`src/rtl/dit_pkg.sv`:
```
package dit_pkg;
  // Clock source codes held in field bits [11:10].
  typedef enum logic [1:0] {
    SRC_SLOW  = 2'd0,
    SRC_FAST  = 2'd1,
    SRC_CHAIN = 2'd2,
    SRC_OFF   = 2'd3
  } src_e;

  // Bits in a timer field beyond the divider: clear, run, two source bits.
  localparam int CTRL_EXTRA = 4;
endpackage

```
`src/rtl/dit_tick_sel.sv`:
```
module dit_tick_sel
  import dit_pkg::*;
#(
  parameter bit CASC_EN = 1'b0
) (
  input  src_e sel,
  input  logic tick_slow,
  input  logic tick_fast,
  input  logic tick_casc,
  output logic tick_o
);
  always_comb begin
    case (sel)
      SRC_SLOW:  tick_o = tick_slow;
      SRC_FAST:  tick_o = tick_fast;
      SRC_CHAIN: tick_o = CASC_EN ? tick_casc : 1'b0;
      default:   tick_o = 1'b0;
    endcase
  end
endmodule

```
`src/rtl/dit_timer.sv`:
```
module dit_timer
  import dit_pkg::*;
#(
  parameter int CNT_W   = 8,
  parameter bit CASC_EN = 1'b0
) (
  input  logic             clk,
  input  logic             rst,
  input  logic             wr_en,
  input  logic [CNT_W-1:0] wr_div,
  input  logic             wr_clr,
  input  logic             wr_run,
  input  src_e             wr_sel,
  input  logic             tick_slow,
  input  logic             tick_fast,
  input  logic             tick_casc,
  output logic [CNT_W-1:0] count_o,
  output logic             irq_o,
  output logic             uflow_o
);
  logic [CNT_W-1:0] div_q, cnt_q;
  logic             run_q, flag_q, src_tick, step;
  src_e             sel_q;

  dit_tick_sel #(.CASC_EN(CASC_EN)) u_sel (
    .sel      (sel_q),
    .tick_slow(tick_slow),
    .tick_fast(tick_fast),
    .tick_casc(tick_casc),
    .tick_o   (src_tick)
  );

  assign step    = run_q & src_tick;
  assign uflow_o = step & (cnt_q == '0);

  always_ff @(posedge clk) begin
    if (rst) begin
      div_q  <= '0;
      run_q  <= 1'b0;
      sel_q  <= SRC_SLOW;
      cnt_q  <= '0;
      flag_q <= 1'b0;
    end else begin
      if (wr_en) begin
        div_q <= wr_div;
        run_q <= wr_run;
        sel_q <= wr_sel;
      end
      // Divider-1 wraps, so a divider of 0 gives a period of 2**CNT_W.
      if (wr_en && !wr_run)
        cnt_q <= wr_div - CNT_W'(1);
      else if (uflow_o)
        cnt_q <= div_q - CNT_W'(1);
      else if (step)
        cnt_q <= cnt_q - CNT_W'(1);
      // A set takes priority over a clear in the same cycle.
      if (uflow_o)
        flag_q <= 1'b1;
      else if (wr_en && wr_clr)
        flag_q <= 1'b0;
    end
  end

  assign count_o = cnt_q;
  assign irq_o   = flag_q;
endmodule

```
`src/rtl/dual_interval_timer.sv`:
```
module dual_interval_timer
  import dit_pkg::*;
#(
  parameter  int CNT_W   = 8,
  localparam int FIELD_W = CNT_W + CTRL_EXTRA,
  localparam int CTRL_W  = 2 * FIELD_W
) (
  input  logic               clk,
  input  logic               rst,
  input  logic               ctrl_we,
  input  logic [CTRL_W-1:0]  ctrl_wdata,
  input  logic               tick_slow,
  input  logic               tick_fast,
  output logic [CNT_W-1:0]   cnt0_o,
  output logic [CNT_W-1:0]   cnt1_o,
  output logic [2*CNT_W-1:0] cnt_chain_o,
  output logic               irq0_o,
  output logic               irq1_o
);
  localparam int NTMR = 2;

  logic [CNT_W-1:0] cnt [NTMR];
  logic             irq [NTMR];
  logic             uf  [NTMR];

  for (genvar i = 0; i < NTMR; i++) begin : g_tmr
    localparam int B = i * FIELD_W;
    dit_timer #(.CNT_W(CNT_W), .CASC_EN(i == 1)) u_tmr (
      .clk      (clk),
      .rst      (rst),
      .wr_en    (ctrl_we),
      .wr_div   (ctrl_wdata[B +: CNT_W]),
      .wr_clr   (ctrl_wdata[B + CNT_W]),
      .wr_run   (ctrl_wdata[B + CNT_W + 1]),
      .wr_sel   (src_e'(ctrl_wdata[B + CNT_W + 2 +: 2])),
      .tick_slow(tick_slow),
      .tick_fast(tick_fast),
      .tick_casc((i == 0) ? 1'b0 : uf[0]),
      .count_o  (cnt[i]),
      .irq_o    (irq[i]),
      .uflow_o  (uf[i])
    );
  end

  assign cnt0_o      = cnt[0];
  assign cnt1_o      = cnt[1];
  assign cnt_chain_o = {cnt[1], cnt[0]};
  assign irq0_o      = irq[0];
  assign irq1_o      = irq[1];
endmodule

```
`config.mk`:
```
export PLATFORM = sky130hd
export DESIGN_NAME = dual_interval_timer
export DESIGN_NICKNAME = d
export VERILOG_FILES = /design/src/rtl/dit_pkg.sv /design/src/rtl/dit_tick_sel.sv /design/src/rtl/dit_timer.sv /design/src/rtl/dual_interval_timer.sv
export SDC_FILE = /design/constraint.sdc
export NUM_CORES = 1
export LEC_CHECK = 0
export BUFFER_PORTS_ARGS = -buffer_cell sky130_fd_sc_hd__buf_4
export CORE_MARGIN = 1
export CORE_UTILIZATION = 46
export CTS_CLUSTER_DIAMETER = 80
export CTS_CLUSTER_SIZE = 20
export DETAILED_ROUTE_END_ITERATION = 8
export GPL_TIMING_DRIVEN = 0
export PLACE_DENSITY = 0.8
export SLEW_MARGIN = 20
export SYNTH_ARGS = -nofsm -noshare
export SYNTH_HDL_FRONTEND = slang
export SYNTH_SLANG_ARGS = --single-unit
```
`constraint.sdc`:
```
create_clock -name clk -period 2.65 [get_ports clk]
set_input_delay 0.1325 -clock clk [delete_from_list [all_inputs] [get_ports clk]]
set_output_delay 0.1325 -clock clk [all_outputs]
set_load 0.02 [all_outputs]
```
---- Yosys cells after proc, flatten, opt, wreduce, memory -nomap -nowiden ----
Index checks and enable logic that the tools add are counted.
storage, ports and cells
  register bits after elaboration ......... 40
  input port bits ......................... 29
  output and inout port bits .............. 34
  logic and storage cells ................. 49
cells by class
  add/sub/neg operators ................... 6
  equal/unequal tests ..................... 3
  muxes and demuxes ....................... 12
  bitwise logic cells ..................... 4
  reduce and logical (&&, ||, !) cells .... 14
operators by type and width
  operator                                                                number
  8-bit 2-to-1 mux                                                        6
  8-bit by 1-bit subtractor with 8-bit output (second input constant)     6
  8-bit logical NOT                                                       2
  3-bit nonzero test                                                      2
  1-bit bitwise AND                                                       4
  2-bit by 1-bit equality test with 1-bit output (second input constant)  2
  1-bit logical AND                                                       4
  2-bit logical NOT                                                       2
  1-bit 2-to-1 mux                                                        4
  2-bit nonzero test                                                      2
  1-bit one-hot mux with 3 select lines                                   1
  2-bit equality test (second input constant)                             1
  1-bit logical NOT                                                       2
  1-bit one-hot mux with 2 select lines                                   1

---- Depth between registers and ports, before layout ----
Gate-level depths: netlist of the first run.
  depth in word-level cells ............... 9
  depth in mapped cells ................... 11
  depth with buffers taken out ............ 10

---- Hierarchy ----
Synthesis of the first run repeated with hierarchy kept, for this count alone.
second synthesis, totals
  cells, all modules ...................... 272
  area total of the unflattened synthesis .. 2402.3 um^2
modules (own cells, without submodules)
  module                                times used  cells each  area each (um^2)  seq. area each (um^2)
  dit_timer                             2           125         1121.1            400.4
  dual_interval_timer                   1           17          123.9             0.0
  dit_tick_sel at g_tmr[1].u_tmr.u_sel  1           3           22.5              0.0
  dit_tick_sel at g_tmr[0].u_tmr.u_sel  1           2           13.8              0.0

---- Least setup slack after synthesis of the first run ----
OpenSTA, ideal clock, no wires.
  kind .................................... reg-to-reg
  start point ............................. register g_tmr[0].u_tmr.cnt_q[0]
  end point ............................... register g_tmr[0].u_tmr.cnt_q[2]
  library setup time ...................... 0.091 ns
  data arrival time ....................... 2.723 ns
  data required time ...................... 2.559 ns
  setup slack ............................. -0.164 ns
  cell stages (with the launch flop) ...... 9
  path buffers ............................ 0
  period minus slack after synthesis ...... 2.814 ns
  cell sequence ........................... dfxtp_1 > or4_4 > nor4_2 > a21oi_1 > o21ai_1 > inv_1 > ha_1 > or3_1 > a311oi_1
on the way
  cells in the longest elaborated chain, start to end .. 4
  elaborated cells between the ends (all ways) .. 7
  those cells by class .................... 1 x add/sub; 3 x mux; 1 x bitwise; 2 x reduce/logical
ends and longest elaborated chain
  item                                                                                     line                              source
  start, declared                                                                          dit_timer.sv:21                   logic [CNT_W-1:0] div_q, cnt_q;
  start signal, assigned                                                                   dit_timer.sv:51                   cnt_q <= wr_div - CNT_W'(1);
  start signal, assigned                                                                   dit_timer.sv:53                   cnt_q <= div_q - CNT_W'(1);
  start signal, assigned                                                                   dit_timer.sv:55                   cnt_q <= cnt_q - CNT_W'(1);
  8-bit by 1-bit subtractor with 8-bit output / 8-bit logical NOT (equally long branches)  dit_timer.sv:55, dit_timer.sv:34
  8-bit 2-to-1 mux / 1-bit bitwise AND (equally long branches)                             dit_timer.sv:54, dit_timer.sv:34
  8-bit 2-to-1 mux                                                                         dit_timer.sv:52                   else if (uflow_o)
  8-bit 2-to-1 mux                                                                         dit_timer.sv:50                   if (wr_en && !wr_run)
Parallel ways exist; a longest one is shown, timed or not. The select of a mux whose other input is x is not followed.
A chain may end at the register's enable or synchronous reset.

---- Final worst setup path of the first run ----
  start point ............................. register g_tmr[0].u_tmr.cnt_q[4]
  end point ............................... register g_tmr[1].u_tmr.cnt_q[4]
on the way
  cells in the longest elaborated chain, start to end .. 7
  elaborated cells between the ends (all ways) .. 8
  those cells by class .................... 3 x mux; 3 x bitwise; 2 x reduce/logical
ends and longest elaborated chain
  item                                       line                source
  8-bit logical NOT (*)                      dit_timer.sv:34     assign uflow_o = step & (cnt_q == '0);
  1-bit bitwise AND (*)                      dit_timer.sv:34
  1-bit one-hot mux with 3 select lines (*)  dit_tick_sel.sv:13  case (sel)
  1-bit bitwise AND (*)                      dit_timer.sv:33     assign step = run_q & src_tick;
  1-bit bitwise AND                          dit_timer.sv:34
  8-bit 2-to-1 mux                           dit_timer.sv:52
  8-bit 2-to-1 mux                           dit_timer.sv:50
  end signal, assigned                       dit_timer.sv:51
  end signal, assigned                       dit_timer.sv:53
  end signal, assigned                       dit_timer.sv:55
  end, declared                              dit_timer.sv:21
Every way passes the cells marked *; elsewhere a longest branch is shown, timed or not.

==> results of run 1 <==
[placed cells by master, fill, tap and decap left out, types with 2 or more instances in the layout]
cell type / count
o22ai_2: 2
a21oi_1: 6
nand2b_1: 6
o21ai_0: 2
mux2i_1: 22
a211oi_2: 2
nor3_1: 2
a311oi_1: 6
or3_1: 4
clkbuf_1: 6
o21ai_1: 3
dfxtp_2: 2
inv_1: 4
clkbuf_8: 6
xnor2_1: 5
o21ai_2: 2
buf_2: 3
a21oi_2: 6
a41oi_2: 4
a41oi_1: 4
ha_2: 2
or4_1: 4
buf_4: 87
dfxtp_1: 37
nand2_1: 7
a211oi_1: 14
buf_1: 2
nor2_1: 58
or4_4: 2
[worst min-delay path, delay by kind of cell]
kind,cells,cell delay [ps]
AND/OR/NAND/NOR,1,70
multiplexers,1,50
buffers and inverters,1,80
[path summary, 6_finish.rpt]
| path | endpoint | depth (start not counted) |
|---|---|---|
| worst max-delay path | g_tmr[1].u_tmr.count_o[4]$_SDFFE_PP0P_ | 10 |
| worst min-delay path | g_tmr[1].u_tmr.sel_q[1]$_SDFFE_PP0P_ | 3 |
| worst max register to register | g_tmr[1].u_tmr.count_o[4]$_SDFFE_PP0P_ | 10 |
| worst min register to register | g_tmr[1].u_tmr.irq_o$_SDFFE_PP0P_ | 2 |
[power groups by stage]
stage / Clock [mW] / Combinational (mW) / Sequential (mW)
after floorplan: 0 / 0.303 / 0.724
after global placement: 0 / 0.480 / 0.707
after detailed placement: 0 / 0.489 / 0.708
after CTS: 0.501 / 0.504 / 0.694
after global routing: 0.527 / 0.584 / 0.704
final: 0.503 / 0.542 / 0.697
[per-stage QoR]
step | instance area, sq um | util | hold slack [ps]
5_1_grt | 2990 | 0.673 | 82.1
2_1_floorplan | 2180 | - | 279
3_3_place_gp | 2700 | 0.608 | 365
3_5_place_dp | 2700 | 0.608 | 379
6_report | 2990 | 0.673 | 70.2
4_1_cts | 2870 | 0.646 | 75.2
[final cells by class]
cell class	count	area [sq um]	share of cell area
plain buffers	28	179	0.0599
clock buffers	5	68.8	0.0230
clock inverters	3	42.5	0.0142
inverters	4	15.0	0.00502
multi-input cells	179	1280	0.428
flip-flops and latches	40	807	0.270
well taps	52	65.1	0.0218
repair buffers	71	533	0.178
[cell families after synthesis]
kind of cell	synth area share
XOR/XNOR	0.0243
buffers and inverters	0.0897
AO/OA/AOI/OAI	0.192
AND/OR/NAND/NOR	0.200
flip-flops	0.370
multiplexers	0.112
adder cells (fa/ha/maj)	0.0116
[sequential cells by signal, indices dropped and copies added, names as in the netlist]
register             cells
g_tmr.u_tmr.count_o     16
g_tmr.u_tmr.div_q       16
g_tmr.u_tmr.sel_q        4
g_tmr.u_tmr.irq_o        2
g_tmr.u_tmr.run_q        2
[repair_timing]
action	CTS	global route
setup endpoints to repair	9	9
setup buffers	7	4
pin swaps	3	9
gates resized for setup	3	19
[routing by layer]
metal | routed length, um | track usage | vias up
met3 | 349 | 0.0570 | 14
met1 | 2470 | 0.287 | 1012
met4 | 92 | 0.0756 | 0
li1 | - | - | 1041
met5 | 0 | 0 | -
met2 | 2890 | 0.393 | 82
==> summary.md, run 1 <==
| Metric | Value |
|---|---|
| Row cnt | 24 |
| Synth Warn # | 0 |
| Crit-path max FO | 5 |
| Status | finished with violations |
| Final Hold Vio Count | 0 |
| Layout cell share with drive strength beyond 1 | 0.397 |
| Crit path required time | 2860 ps |
| Worst path top cell family by delay | compound AO/OA/AOI/OAI gates |
| Syn nets | 282 |
| Failing checks | DRC |
| Clock slew at the register clock pins of the worst setup and hold paths | 80 ps |
| Fmax | 0.386 GHz |
| Net Sw Frac | 0.322 |
| Register bit total from synthesis | 40 |
| Async S/R FF share, synth | 0 |
| Crit path arrival time | 2800 ps |
| # diodes | 0 |
| Count of cell types in the netlist | 37 |
| GRT Overall Usage | 0.230 |
| Syn avg cell area | 8.61 sq um |
| Number of global-route vias before repair | 2011 |
| Max incr delay on CP | 580 ps |
| Starting Density | 0.486 |
| CTS tree | built |
| Min-delay src | ctrl_wdata[23] |
| DP Wirelength | 3890 um |
| Setup violators final | 0 |
| Synthesized area | 2160 sq um |
| Pre-CTS setup slack | -243 ps |
| Post-synth top area share | 0.370 |
| Worst clock skew | 8.75 ps |
| Initial antenna violation count | 0 |
| Mapped Cells | 251 |
| Die width | 70.6 um |
| Power share of the sequential group | 0.400 |
| VDD IR max | 0.000384 V |
| Placed insts | 363 |
| Combinational power share | 0.311 |
| CP endpoint kind | flop |
| Synth top cells by count | 59 x nor2_1, 40 x dfxtp_1, 22 x mux2i_1 |
| First-pass GRT wire length | 9170 um |
| Num CTS Buffers | 5 |
| Via/cell ratio | 5.63 |
| Cell taking the most area after synthesis | dfxtp_1 |
| Final WS setup | 62.3 ps |
| Chip height | 70.6 um |
| Total power | 1.74 mW |
| Critical path class | flop to flop |
| Leakage Power | 1.29 nW |
| Crit start category | flop |
| Critical-path cell list | or4_4 -> o41ai_4 -> buf_4 -> a41oi_1 -> a21oi_1 -> inv_1 -> ha_2 -> nor3b_1 -> xnor2_1 -> a211oi_1 |
| Root Buffer | clkbuf_8 |
| Internal power | 1.18 mW |
| Total routed wirelength | 5800 um |
| Post-synth EDFFs | 0 |
| Via count | 2149 |
| RSZ-0062 raised after global routing | true |
| CP Launch Point | g_tmr[0].u_tmr.count_o[4]$_SDFFE_PP0P_ |
| CP bufs+invs | 2 |
| Dominant cells by area after synthesis | dfxtp_1 37%, nor2_1 10%, mux2i_1 10% |
| Routed Antenna Nets | 0 |
| Skew-Pair Late Insertion Delay | 300 ps |
| NetSw | 0.561 mW |
| Post-route insts no fill | 382 |
| Starting DRT DRC Count | 183 |
| I/O Buffers | 60 |
| Clock network power share | 0.289 |
| Core Area | 4440 sq um |
| Least-Margin Pin Slew | 834 ps |
| Gr ovfl total | 0 |
| Pin count of the biggest net entering global routing | 14 |
| IO Count | 63 |
| NumNets Final | 360 |
| Total negative slack | 0 ps |
| DIE AREA | 4980 sq um |
| Final GP Congestion | 0.854 |
| # fillers | 377 |
| Origin of the critical flop-to-flop path | g_tmr[0].u_tmr.count_o[4]$_SDFFE_PP0P_ |
| Residual DRC | 10 |
| Top FF cell, synth | dfxtp_1 |
| Slew Viols, Final | 0 |
| Worst R2R Setup Slack | 60 ps |
| Crit share post-route | 0.977 |
| Min-Delay Path Class | input port to flop |
| Clock buffer depth | 2 |
| Most common cell in the synthesized netlist | nor2_1 |
| CTS H-tree depth | 2 |
| Fin crit period | 2590 ps |
| Max cap viols | 0 |
| Crit-path slowest cell | or4_4 |
| Seq/Total Area, Yosys | 0.370 |
| Routed wire per std cell | 15.2 um |
| First-pass DRT Iterations | 6 |
| Pwr/cell area | 583 nW/um^2 |
| Slew headroom | 0.444 |
| CTS Hold Buffers Added | 0 |
| Layout area overhead | 38.3% |
| Clock sink count | 40 |
No activity file was read; power rests on OpenSTA's default activity.
==> run 2: changes to the inputs <==
--- a/config.mk
+++ b/config.mk
@@ -7,12 +7,12 @@
 export LEC_CHECK = 0
 export BUFFER_PORTS_ARGS = -buffer_cell sky130_fd_sc_hd__buf_4
 export CORE_MARGIN = 1
-export CORE_UTILIZATION = 46
+export CORE_UTILIZATION = 25
 export CTS_CLUSTER_DIAMETER = 80
 export CTS_CLUSTER_SIZE = 20
 export DETAILED_ROUTE_END_ITERATION = 8
 export GPL_TIMING_DRIVEN = 0
-export PLACE_DENSITY = 0.8
+export PLACE_DENSITY = 0.51
 export SLEW_MARGIN = 20
 export SYNTH_ARGS = -nofsm -noshare
 export SYNTH_HDL_FRONTEND = slang
==> run 2 against run 1 <==
Effect of this change: the run now ends clean; critical path type unchanged; design area grew 1.7%; flip-flop and latch count unchanged; critical endpoint unchanged; final cell count grew 14%.
==> summary.md, run 2 (synthesized netlist as in run 1, its figures left out) <==
| Metric | Value |
|---|---|
| Via/cell ratio | 4.75 (-16%) |
| Via count | 2067 (-3.8%) |
| Worst clock skew | 13.1 ps (+4.35 ps) |
| Slew Viols, Final | 0 (unchanged) |
| VDD IR max | 0.000192 V (-50%) |
| Leakage Power | 1.29 nW (+0.11%) |
| CTS H-tree depth | 2 (unchanged) |
| Residual DRC | 0 (-10) |
| Chip height | 95.0 um (+35%) |
| Fmax | 0.384 GHz (-0.50%) |
| Pin count of the biggest net entering global routing | 15 (+1) |
| DP Wirelength | 4510 um (+16%) |
| First-pass GRT wire length | 9660 um (+5.3%) |
| Final design utilization | 0.366 (-0.306) |
| CTS tree | built |
| Starting Density | 0.261 (-0.226) |
| Clock sink count | 40 (unchanged) |
| Commonest non-fill, non-tap cell in the layout | buf_4 |
| Setup violators final | 0 (unchanged) |
| First-pass DRT Iterations | 4 (-2) |
| Crit start category | flop |
| Min-Delay Path Class | input port to flop |
| Clock slew at the register clock pins of the worst setup and hold paths | 90 ps (about the same) |
| Routed Antenna Nets | 0 (unchanged) |
| Total routed wirelength | 6120 um (+5.4%) |
| CP endpoint kind | flop |
| Slew headroom | 0.483 (+0.0387) |
| IO Count | 63 (unchanged) |
| DIE AREA | 9020 sq um (+81%) |
| Max cap viols | 0 (unchanged) |
| Layout cell share with drive strength beyond 1 | 0.400 (+0.00303) |
| Critical-path cell list | or4_4 -> o41ai_4 -> buf_4 -> a41oi_2 -> a21oi_2 -> inv_1 -> ha_2 -> nor3b_1 -> xnor2_1 -> a211oi_1 |
| Skew-Pair Late Insertion Delay | 300 ps (about the same) |
| # diodes | 0 (unchanged) |
| Number of global-route vias before repair | 1952 (-2.9%) |
| Fin crit period | 2600 ps (+13.1 ps) |
| WL met2 | 2880 um (-0.41%) |
| Final GP Congestion | 0.815 (-4.6%) |
| Routed wire per std cell | 14.1 um (-7.4%) |
| Most frequent cells in the layout | 87 x buf_4, 58 x nor2_1, 33 x dfxtp_1, 22 x mux2i_1, 14 x a211oi_1 |
| Final WS setup | 49.2 ps (-13.1 ps) |
| Row cnt | 33 (+38%) |
| Crit-path slowest cell | or4_4 |
| Max incr delay on CP | 580 ps (about the same) |
| Critical path class | flop to flop |
| Least-Margin Pin Slew | 776 ps (-58.0 ps) |
| Gr ovfl total | 0 (unchanged) |
| Final Hold Vio Count | 0 (unchanged) |
| Clock buffer depth | 2 (unchanged) |
| NumNets Final | 360 (unchanged) |
| Crit path required time | 2850 ps (about the same) |
| Die width | 95.0 um (+35%) |
| Total power | 1.75 mW (+0.65%) |
| Met3 WL | 342 um (-2.0%) |
| Core Area | 8300 sq um (+87%) |
| Layout area overhead | 40.6% |
| Starting DRT DRC Count | 51 (-72%) |
| I/O Buffers | 60 (unchanged) |
| Num CTS Buffers | 5 (unchanged) |
| Status | finished clean |
| Top sig layer | met4 |
| Pre-CTS setup slack | -245 ps (-1.98 ps) |
| Root Buffer | clkbuf_8 |
| Metal-1 WL | 2840 um (+15%) |
| RSZ-0062 raised after global routing | true |
| Initial antenna violation count | 0 (unchanged) |
| Crit-path max FO | 6 (+1) |
| Crit share post-route | 0.981 (+0.00493) |
| Pwr/cell area | 577 nW/um^2 (-1.1%) |
| CTS Hold Buffers Added | 0 (unchanged) |
| Crit path arrival time | 2810 ps (about the same) |
| GRT Overall Usage | 0.141 (-0.0887) |
-- run 2: layout make-up --
cell class / count / area (sq um)
buffer: 28 / 179
clock buffer: 5 / 68.8
clock inverter: 3 / 46.3
fill: 862 / 5260
inverter: 4 / 15.0
multi-input combinational: 179 / 1250
sequential: 40 / 815
tap: 105 / 131
timing repair buffer: 71 / 533
-- run 2: worst paths after layout --
kind / startpoint / to / slack (ps) / cells after the start
worst min-delay path: ctrl_wdata[11] / g_tmr[0].u_tmr.sel_q[1]$_SDFFE_PP0P_ / 70 / 3
worst max register to register: g_tmr[0].u_tmr.count_o[5]$_SDFFE_PP0P_ / g_tmr[1].u_tmr.count_o[4]$_SDFFE_PP0P_ / 50 / 10
worst min register to register: g_tmr[1].u_tmr.irq_o$_SDFFE_PP0P_ / g_tmr[1].u_tmr.irq_o$_SDFFE_PP0P_ / 470 / 2
worst max-delay path: g_tmr[0].u_tmr.count_o[5]$_SDFFE_PP0P_ / g_tmr[1].u_tmr.count_o[4]$_SDFFE_PP0P_ / 50 / 10
-- run 2: power breakdown --
group / switching, mW / total [mW] / internal, mW
Sequential: 0.0536 / 0.701 / 0.648
Clock: 0.242 / 0.526 / 0.284
Combinational: 0.275 / 0.526 / 0.251
-- run 2: metal layers --
layer	vias to the layer above	GRT usage
li1	1043	-
met1	954	0.180
met2	63	0.242
met3	7	0.0306
met4	0	0.0341
met5	-	0
-- run 2: what timing repair did --
| action | CTS | global route |
|---|---|---|
| setup buffers | 7 | 4 |
| pin swaps | 4 | 13 |
| gates resized for setup | 4 | 19 |
| cloned | 0 | 0 |
| endpoints found under the setup margin | 10 | 8 |
-- run 2: worst max-delay path: cells and delay by family (launching register included) --
kind            cells  cell delay [ps]
flops               1              370
fa+ha+maj           1              170
buf+inv             2              270
xor+xnor            1              130
simple gates        2              720
compound gates      4              830
-- run 2: metrics by stage --
| step | instance area (sq um) | hold WS, ps | instances | setup TNS, ps |
|---|---|---|---|---|
| floorplan | 2180 | 279 | 251 | 0 |
| detailed placement | 2770 | 377 | 416 | -1330 |
| CTS | 2940 | 63.4 | 431 | -1.13 |
| global route | 3040 | 73.2 | 435 | -74.4 |
| finish | 3040 | 66.2 | 435 | 0 |
| global placement | 2770 | 372 | 416 | -1500 |
